<file path="src/rtl/nand_seq_pkg.sv">
package nand_seq_pkg;

    localparam int ADDR_W = 25;
    localparam int STEP_W = 4;

    typedef enum logic [2:0] {
        OP_RESET  = 3'd0,
        OP_STATUS = 3'd1,
        OP_ID     = 3'd2,
        OP_READ   = 3'd3,
        OP_SPARE  = 3'd4,
        OP_PROG   = 3'd5,
        OP_ERASE  = 3'd6
    } op_e;

    // Kind of bus step in a frame
    typedef enum logic [2:0] {
        K_CMD,
        K_ADDR,
        K_WR,
        K_RD,
        K_STAT,
        K_WAIT,
        K_END
    } kind_e;

    localparam logic [7:0] OPC_RD_LO   = 8'h00;
    localparam logic [7:0] OPC_RD_HI   = 8'h01;
    localparam logic [7:0] OPC_SPARE   = 8'h50;
    localparam logic [7:0] OPC_ID      = 8'h90;
    localparam logic [7:0] OPC_RESET   = 8'hFF;
    localparam logic [7:0] OPC_PROG    = 8'h80;
    localparam logic [7:0] OPC_PROG_GO = 8'h10;
    localparam logic [7:0] OPC_ERASE   = 8'h60;
    localparam logic [7:0] OPC_ERA_GO  = 8'hD0;
    localparam logic [7:0] OPC_STATUS  = 8'h70;

endpackage

</file>
<file path="src/rtl/nand_seq_frame.sv">
// Frame table: for an operation, its address and a step index, give the
// kind of bus step and the byte it carries.
module nand_seq_frame
    import nand_seq_pkg::*;
(
    input  op_e                      op_i,
    input  logic [ADDR_W-1:0]        addr_i,
    input  logic [STEP_W-1:0]        step_i,
    output kind_e                    kind_o,
    output logic [7:0]               byte_o
);

    logic [7:0] col_b;
    logic [7:0] row_lo_b;
    logic [7:0] row_hi_b;
    logic [7:0] spare_col_b;
    logic [7:0] read_opc;

    // Bit 8 picks the page half through the opcode and is never sent.
    assign col_b       = addr_i[7:0];
    assign row_lo_b    = addr_i[16:9];
    assign row_hi_b    = addr_i[24:17];
    assign spare_col_b = {4'h0, addr_i[3:0]};
    assign read_opc    = addr_i[8] ? OPC_RD_HI : OPC_RD_LO;

    always_comb begin
        kind_o = K_END;
        byte_o = 8'h00;
        case (op_i)
            OP_READ, OP_SPARE: begin
                case (step_i)
                    4'd0: begin
                        kind_o = K_CMD;
                        byte_o = (op_i == OP_SPARE) ? OPC_SPARE : read_opc;
                    end
                    4'd1: begin
                        kind_o = K_ADDR;
                        byte_o = (op_i == OP_SPARE) ? spare_col_b : col_b;
                    end
                    4'd2: begin kind_o = K_ADDR; byte_o = row_lo_b; end
                    4'd3: begin kind_o = K_ADDR; byte_o = row_hi_b; end
                    4'd4: kind_o = K_WAIT;
                    4'd5: kind_o = K_RD;
                    default: kind_o = K_END;
                endcase
            end
            OP_PROG: begin
                case (step_i)
                    4'd0: begin kind_o = K_CMD;  byte_o = OPC_PROG;    end
                    4'd1: begin kind_o = K_ADDR; byte_o = col_b;       end
                    4'd2: begin kind_o = K_ADDR; byte_o = row_lo_b;    end
                    4'd3: begin kind_o = K_ADDR; byte_o = row_hi_b;    end
                    4'd4: kind_o = K_WR;
                    4'd5: begin kind_o = K_CMD;  byte_o = OPC_PROG_GO; end
                    4'd6: kind_o = K_WAIT;
                    4'd7: begin kind_o = K_CMD;  byte_o = OPC_STATUS;  end
                    4'd8: kind_o = K_STAT;
                    default: kind_o = K_END;
                endcase
            end
            OP_ERASE: begin
                case (step_i)
                    4'd0: begin kind_o = K_CMD;  byte_o = OPC_ERASE;   end
                    4'd1: begin kind_o = K_ADDR; byte_o = row_lo_b;    end
                    4'd2: begin kind_o = K_ADDR; byte_o = row_hi_b;    end
                    4'd3: begin kind_o = K_CMD;  byte_o = OPC_ERA_GO;  end
                    4'd4: kind_o = K_WAIT;
                    4'd5: begin kind_o = K_CMD;  byte_o = OPC_STATUS;  end
                    4'd6: kind_o = K_STAT;
                    default: kind_o = K_END;
                endcase
            end
            OP_STATUS: begin
                case (step_i)
                    4'd0: begin kind_o = K_CMD; byte_o = OPC_STATUS; end
                    4'd1: kind_o = K_STAT;
                    default: kind_o = K_END;
                endcase
            end
            OP_ID: begin
                case (step_i)
                    4'd0: begin kind_o = K_CMD;  byte_o = OPC_ID; end
                    4'd1: begin kind_o = K_ADDR; byte_o = 8'h00;  end
                    4'd2: kind_o = K_RD;
                    default: kind_o = K_END;
                endcase
            end
            OP_RESET: begin
                case (step_i)
                    4'd0: begin kind_o = K_CMD; byte_o = OPC_RESET; end
                    4'd1: kind_o = K_WAIT;
                    default: kind_o = K_END;
                endcase
            end
            default: kind_o = K_END;
        endcase
    end

endmodule

</file>
<file path="src/rtl/nand_seq_timer.sv">
// Wait timer: counts while a wait step is active, reports when the
// ready/busy blanking time has passed and when the wait limit is reached.
module nand_seq_timer #(
    parameter int T_WB    = 2,
    parameter int TIMEOUT = 4096
) (
    input  logic clk,
    input  logic rst_n,
    input  logic run_i,
    output logic settled_o,
    output logic expired_o
);

    localparam int CW = $clog2(TIMEOUT + 1);

    logic [CW-1:0] cnt_d, cnt_q;

    always_comb begin
        cnt_d = cnt_q;
        if (!run_i) begin
            cnt_d = '0;
        end else if (cnt_q != CW'(TIMEOUT)) begin
            cnt_d = cnt_q + 1'b1;
        end
    end

    always_ff @(posedge clk) begin
        if (!rst_n) begin
            cnt_q <= '0;
        end else begin
            cnt_q <= cnt_d;
        end
    end

    assign settled_o = (cnt_q >= CW'(T_WB));
    assign expired_o = (cnt_q == CW'(TIMEOUT));

endmodule

</file>
<file path="src/rtl/nand_seq_top.sv">
module nand_seq_top
    import nand_seq_pkg::*;
#(
    parameter int T_PULSE = 2,
    parameter int T_WB    = 2,
    parameter int TIMEOUT = 4096,
    parameter int LEN_W   = 10
) (
    input  logic               clk,
    input  logic               rst_n,
    input  logic               req_valid,
    output logic               req_ready,
    input  logic [2:0]         req_op,
    input  logic [ADDR_W-1:0]  req_addr,
    input  logic [LEN_W-1:0]   req_len,
    input  logic [7:0]         wr_data,
    output logic               wr_take,
    output logic               rd_valid,
    output logic [7:0]         rd_data,
    output logic               done,
    output logic [7:0]         done_status,
    output logic               done_timeout,
    output logic               nf_ce_n,
    output logic               nf_cle,
    output logic               nf_ale,
    output logic               nf_we_n,
    output logic               nf_re_n,
    output logic [7:0]         nf_io_out,
    output logic               nf_io_oe,
    input  logic [7:0]         nf_io_in,
    input  logic               nf_rb_n
);

    // One bus beat: setup, T_PULSE strobe-low cycles, hold.
    localparam int BEAT_LEN = T_PULSE + 2;
    localparam int CNT_W    = $clog2(BEAT_LEN);

    typedef enum logic {S_IDLE, S_RUN} st_e;

    typedef struct packed {
        st_e                st;
        op_e                op;
        logic [ADDR_W-1:0]  addr;
        logic [LEN_W-1:0]   len;
        logic [LEN_W-1:0]   nbyte;
        logic [STEP_W-1:0]  step;
        logic [CNT_W-1:0]   cnt;
        logic [7:0]         wbuf;
        logic [7:0]         status;
        logic [7:0]         rd_data;
        logic               rd_valid;
        logic               done;
        logic               timeout;
    } state_t;

    state_t r_d, r_q;

    kind_e      kind;
    logic [7:0] frame_byte;
    logic       run;
    logic       is_out;
    logic       is_in;
    logic       data_kind;
    logic       skip_data;
    logic       beat_last;
    logic       strobe_win;
    logic       sample_now;
    logic       wait_settled;
    logic       wait_expired;

    nand_seq_frame u_frame (
        .op_i   (r_q.op),
        .addr_i (r_q.addr),
        .step_i (r_q.step),
        .kind_o (kind),
        .byte_o (frame_byte)
    );

    nand_seq_timer #(
        .T_WB    (T_WB),
        .TIMEOUT (TIMEOUT)
    ) u_timer (
        .clk       (clk),
        .rst_n     (rst_n),
        .run_i     (run && (kind == K_WAIT)),
        .settled_o (wait_settled),
        .expired_o (wait_expired)
    );

    assign run        = (r_q.st == S_RUN);
    assign is_out     = (kind == K_CMD) || (kind == K_ADDR) || (kind == K_WR);
    assign is_in      = (kind == K_RD) || (kind == K_STAT);
    assign data_kind  = (kind == K_WR) || (kind == K_RD);
    assign skip_data  = data_kind && (r_q.len == '0);
    assign beat_last  = (r_q.cnt == CNT_W'(BEAT_LEN - 1));
    assign strobe_win = (r_q.cnt != '0) && (r_q.cnt <= CNT_W'(T_PULSE));
    assign sample_now = (r_q.cnt == CNT_W'(T_PULSE));

    always_comb begin
        r_d          = r_q;
        r_d.done     = 1'b0;
        r_d.rd_valid = 1'b0;
        case (r_q.st)
            S_IDLE: begin
                if (req_valid) begin
                    r_d.st      = S_RUN;
                    r_d.op      = op_e'(req_op);
                    r_d.addr    = req_addr;
                    r_d.len     = req_len;
                    r_d.step    = '0;
                    r_d.cnt     = '0;
                    r_d.nbyte   = '0;
                    r_d.status  = 8'h00;
                    r_d.timeout = 1'b0;
                end
            end
            default: begin
                if (kind == K_END) begin
                    r_d.st   = S_IDLE;
                    r_d.done = 1'b1;
                end else if (kind == K_WAIT) begin
                    // Ready wins over an expiry that lands in the same cycle.
                    if (wait_settled && nf_rb_n) begin
                        r_d.step = r_q.step + 1'b1;
                    end else if (wait_expired) begin
                        r_d.timeout = 1'b1;
                        r_d.st      = S_IDLE;
                        r_d.done    = 1'b1;
                    end
                end else if (skip_data) begin
                    r_d.step = r_q.step + 1'b1;
                end else begin
                    if ((kind == K_WR) && (r_q.cnt == '0)) begin
                        r_d.wbuf = wr_data;
                    end
                    if (is_in && sample_now) begin
                        if (kind == K_RD) begin
                            r_d.rd_valid = 1'b1;
                            r_d.rd_data  = nf_io_in;
                        end else begin
                            r_d.status = nf_io_in;
                        end
                    end
                    if (beat_last) begin
                        r_d.cnt = '0;
                        if (data_kind && (r_q.nbyte != r_q.len - 1'b1)) begin
                            r_d.nbyte = r_q.nbyte + 1'b1;
                        end else begin
                            r_d.nbyte = '0;
                            r_d.step  = r_q.step + 1'b1;
                        end
                    end else begin
                        r_d.cnt = r_q.cnt + 1'b1;
                    end
                end
            end
        endcase
    end

    always_ff @(posedge clk) begin
        if (!rst_n) begin
            r_q <= '0;
        end else begin
            r_q <= r_d;
        end
    end

    assign req_ready    = !run;
    assign done         = r_q.done;
    assign done_status  = r_q.status;
    assign done_timeout = r_q.timeout;
    assign rd_valid     = r_q.rd_valid;
    assign rd_data      = r_q.rd_data;
    assign wr_take      = run && (kind == K_WR) && !skip_data && (r_q.cnt == '0);

    assign nf_ce_n   = !run;
    assign nf_cle    = run && (kind == K_CMD);
    assign nf_ale    = run && (kind == K_ADDR);
    assign nf_we_n   = !(run && is_out && !skip_data && strobe_win);
    assign nf_re_n   = !(run && is_in && !skip_data && strobe_win);
    assign nf_io_oe  = run && is_out;

    always_comb begin
        nf_io_out = 8'h00;
        if (run && is_out) begin
            if (kind == K_WR) begin
                nf_io_out = (r_q.cnt == '0) ? wr_data : r_q.wbuf;
            end else begin
                nf_io_out = frame_byte;
            end
        end
    end

endmodule

</file>
<file path="config.mk">
export PLATFORM = sky130hd
export DESIGN_NAME = nand_seq_top
export DESIGN_NICKNAME = d
export VERILOG_FILES = /design/src/rtl/nand_seq_pkg.sv /design/src/rtl/nand_seq_frame.sv /design/src/rtl/nand_seq_timer.sv /design/src/rtl/nand_seq_top.sv
export SDC_FILE = /design/constraint.sdc
export NUM_CORES = 1
export LEC_CHECK = 0
export ABC_AREA = 1
export CAP_MARGIN = 20
export CORE_ASPECT_RATIO = 1.25
export CORE_UTILIZATION = 65
export CTS_BUF_LIST = sky130_fd_sc_hd__clkbuf_8
export CTS_CLUSTER_DIAMETER = 120
export DETAILED_ROUTE_END_ITERATION = 7
export DONT_BUFFER_PORTS = 1
export MAX_ROUTING_LAYER = met4
export PLACE_DENSITY = 0.89
export SLEW_MARGIN = 15
export SYNTH_ARGS = -nofsm -noshare
export SYNTH_HDL_FRONTEND = slang
export SYNTH_HIERARCHICAL = 1
export SYNTH_SLANG_ARGS = --single-unit
</file>
<file path="constraint.sdc">
create_clock -name clk -period 4.7 [get_ports clk]
set_input_delay 0.94 -clock clk [delete_from_list [all_inputs] [get_ports clk]]
set_output_delay 0.94 -clock clk [all_outputs]
set_load 0.005 [all_outputs]
</file>
==> impl_metrics.py <==
metrics = {
    "synth": {
        "ys_ff_latch": 95,
        "synth.top_cell.area_share_pct": 33.10,
        "synth.avg_cell_area_um2": 6.492,
        "synth-seq-area-share_pct": 33.10,
        "synthCells": 885,
        "yosysTopAreaCell": "dfxtp_1",
        "ys_warn_count": 6,
        "syn_nets": 952,
        "synthArstFlopShare_pct": 0,
        "synthTopCellsByArea": "dfxtp_1 (33%), nand2_1 (13%), nor2_1 (8.4%), a21oi_1 (6.6%), o21ai_0 (6.6%)",
        "synth_cell_types": 44,
        "netlist_area_um2": 5746,
        "synth_edf_count": 0,
        "synth_flop_cell": "dfxtp_1",
    },
    "drt": {
        "top_layer_used": "met4",
        "first_iter_violations": 314,
        "drt-met1-wl_um": 5592,
        "via_count": 5573,
        "drt-pass1-iter-count": 6,
        "routed_wl_um": 13840,
        "drc": 0,
        "routed_via_density": 5.704,
        "dr_wl_met3_um": 733,
        "final_antenna_net_count": 0,
        "route.met2.wl_um": 6797,
        "avgRoutedWirePerCell_um": 14.17,
    },
    "clock_tree": {
        "cts_hold_buf": 0,
        "postCtsSetupRepairBufs": 0,
        "cts_tree": "built",
        "path_clk_slew_ns": 0.09,
        "cts-root-buf": "clkbuf_8",
        "cts_buffers": 9,
        "clock_latency_ns": 0.37,
        "htreeDepth": 3,
        "cts.sinks": 95,
        "clockBufferDepth": 2,
        "ctsResizeCount": 0,
    },
    "critical_path": {
        "reg2reg_slack_ns": 1.76,
        "cp-end-kind": "primary output",
        "arrival_ns": 2.96,
        "start_kind": "flip-flop",
        "crit_type": "flip-flop to primary output",
        "cp.required_ns": 3.76,
        "rr_worst_depth": 17,
        "crit_fanout": 17,
    },
    "power_and_ir_drop": {
        "ir_worst_vdd_v": 0.0002795,
        "leakagePower_uw": 0.002364,
        "p_per_area_nw_per_um2": 341.8,
        "power_uw": 1988,
    },
    "layout": {
        "final_common_cell": "nand2_1",
        "drive_gt1_share_pct": 8.285,
        "area.sequential_um2": 1902,
        "fin_area_um2": 5817,
        "antenna_cells": 0,
        "area_growth_pct": 1.241,
        "fin_util_pct": 67.59,
        "multi_input_area_um2": 3232,
        "nFillCells": 789,
        "nets": 919,
        "final_cell_mix": "nand2_1 (197), nor2_1 (129), dfxtp_1 (95), inv_1 (80)",
    },
    "timing": {
        "finalSetupViolations": 0,
        "slew_violations": 0,
        "fin_worst_skew_ns": 0.007297,
        "fin_hold_ws_ns": 0.4566,
        "hold_viol": 0,
        "rsz0062_at_grt": "false",
        "slew_headroom_pct": 36.45,
        "min_period_over_period_pct": 82.89,
        "fin_tns_setup_ns": 0,
        "worst_pin_slew_ns": 0.9522,
        "fin_crit_ns": 3.896,
        "clock.fmax_mhz": 256.7,
    },
    "global_routing": {
        "grt_pass1_vias": 5121,
        "antenna_found_initial": 0,
        "track_usage_pct": 31.61,
        "grt_start_max_net_pins": 56,
        "grt_pass1_wl_um": 22630,
        "grt_overflow": 0,
    },
    "run": {
        "cap_violations": 0,
    },
    "run_status": {
        "outcome": "finished, final reports clean",
    },
    "placement": {
        "gp_congestion": 1.056,
        "placed_cell_area_um2": 5633,
        "hpwl_um": 10670,
        "numPortBuffers": 0,
    },
    "worst_hold_path": {
        "holdCritPathClass": "flip-flop to flip-flop",
        "whs_path_depth": 2,
    },
    "die": {
        "die_x_um": 86.09,
        "die_area_um2": 9222,
        "rows": 38,
        "die_h_um": 107.1,
        "ios": 93,
        "coreArea_um2": 8606,
        "floorplan.initialDensity_pct": 66.76,
    },
}
==> through the flow <==
stage / worst slack, ns / cells
2_1_floorplan: 1.638 / 885
3_5_place_dp: 1.218 / 961
3_3_place_gp: 1.339 / 961
4_1_cts: 0.8115 / 977
5_1_grt: 0.4518 / 977
6_report: 0.8040 / 977
==> metal layers <==
| layer | global-route usage, % | vias up |
|---|---|---|
| li1 | - | 2794 |
| met1 | 34.88 | 2524 |
| met2 | 53.17 | 196 |
| met3 | 5.697 | 59 |
| met4 | 18.33 | 0 |
| met5 | - | - |
==> state kept, by name, summed over array words and instances (netlist names) <==
name and cells:
rd_valid 1, run 1, u_timer/cnt_q 13, done 1, done_timeout 1, rd_data 8, done_status 8, r_q 62
==> cell type report <==
cell class / instances / area share, %
Clock buffer: 11 / 2.603
Clock inverter: 5 / 0.5593
Inverter: 91 / 6.001
Multi-Input combinational cell: 655 / 55.56
Sequential cell: 95 / 32.70
Tap cell: 120 / 2.581
==> Yosys cell counts (4+ instances only) <==
library cell,number
dfxtp_1,95
o21ai_0,76
nand2_1,197
o211ai_1,4
ha_1,9
nand4_1,8
nand2_2,8
buf_2,4
xor2_1,8
nor3_1,9
nand3_1,67
nand2_4,8
inv_1,79
clkbuf_1,16
nor2_1,129
nor2_2,10
buf_4,18
inv_2,7
a21oi_1,76
o21ai_1,10
==> path summary, 6_finish.rpt <==
path	from	end
worst min register to register	r_q[23]	r_q[23]
worst max register to register	r_q[80]	done_status[2]
worst min-delay path	r_q[23]	r_q[23]
worst max-delay path	r_q[80]	wr_take
==> logic make-up (layout without fill, tap and decap cells) <==
kind of cell	Yosys count	in the layout	share of synthesized area [%]
xor+xnor	10	10	1.524
fa+ha+maj	9	9	1.960
buf+inv	135	107	10.65
flops	95	95	33.10
compound gates	178	178	16.22
simple gates	458	458	36.54
==> critical path: stages (launching register included) <==
cell and delay, ns:
dfxtp_1 0.51, inv_1 0.20, nor3_4 0.37, nand2_1 0.10, o21ai_1 0.09, nand3_1 0.08, nand3_1 0.21, inv_1 0.09
nand3_2 0.16, nand2_2 0.09, nand4_2 0.13, nand2_4 0.09, inv_4 0.15, nand3_4 0.18, inv_1 0.13
==> power by group <==
group,switching [µW],leakage [µW],internal (µW)
registers,51.1,0.000776,854
clock network,285,0.0000932,220
logic,410,0.00150,168
No activity file was read; power rests on OpenSTA's default activity.
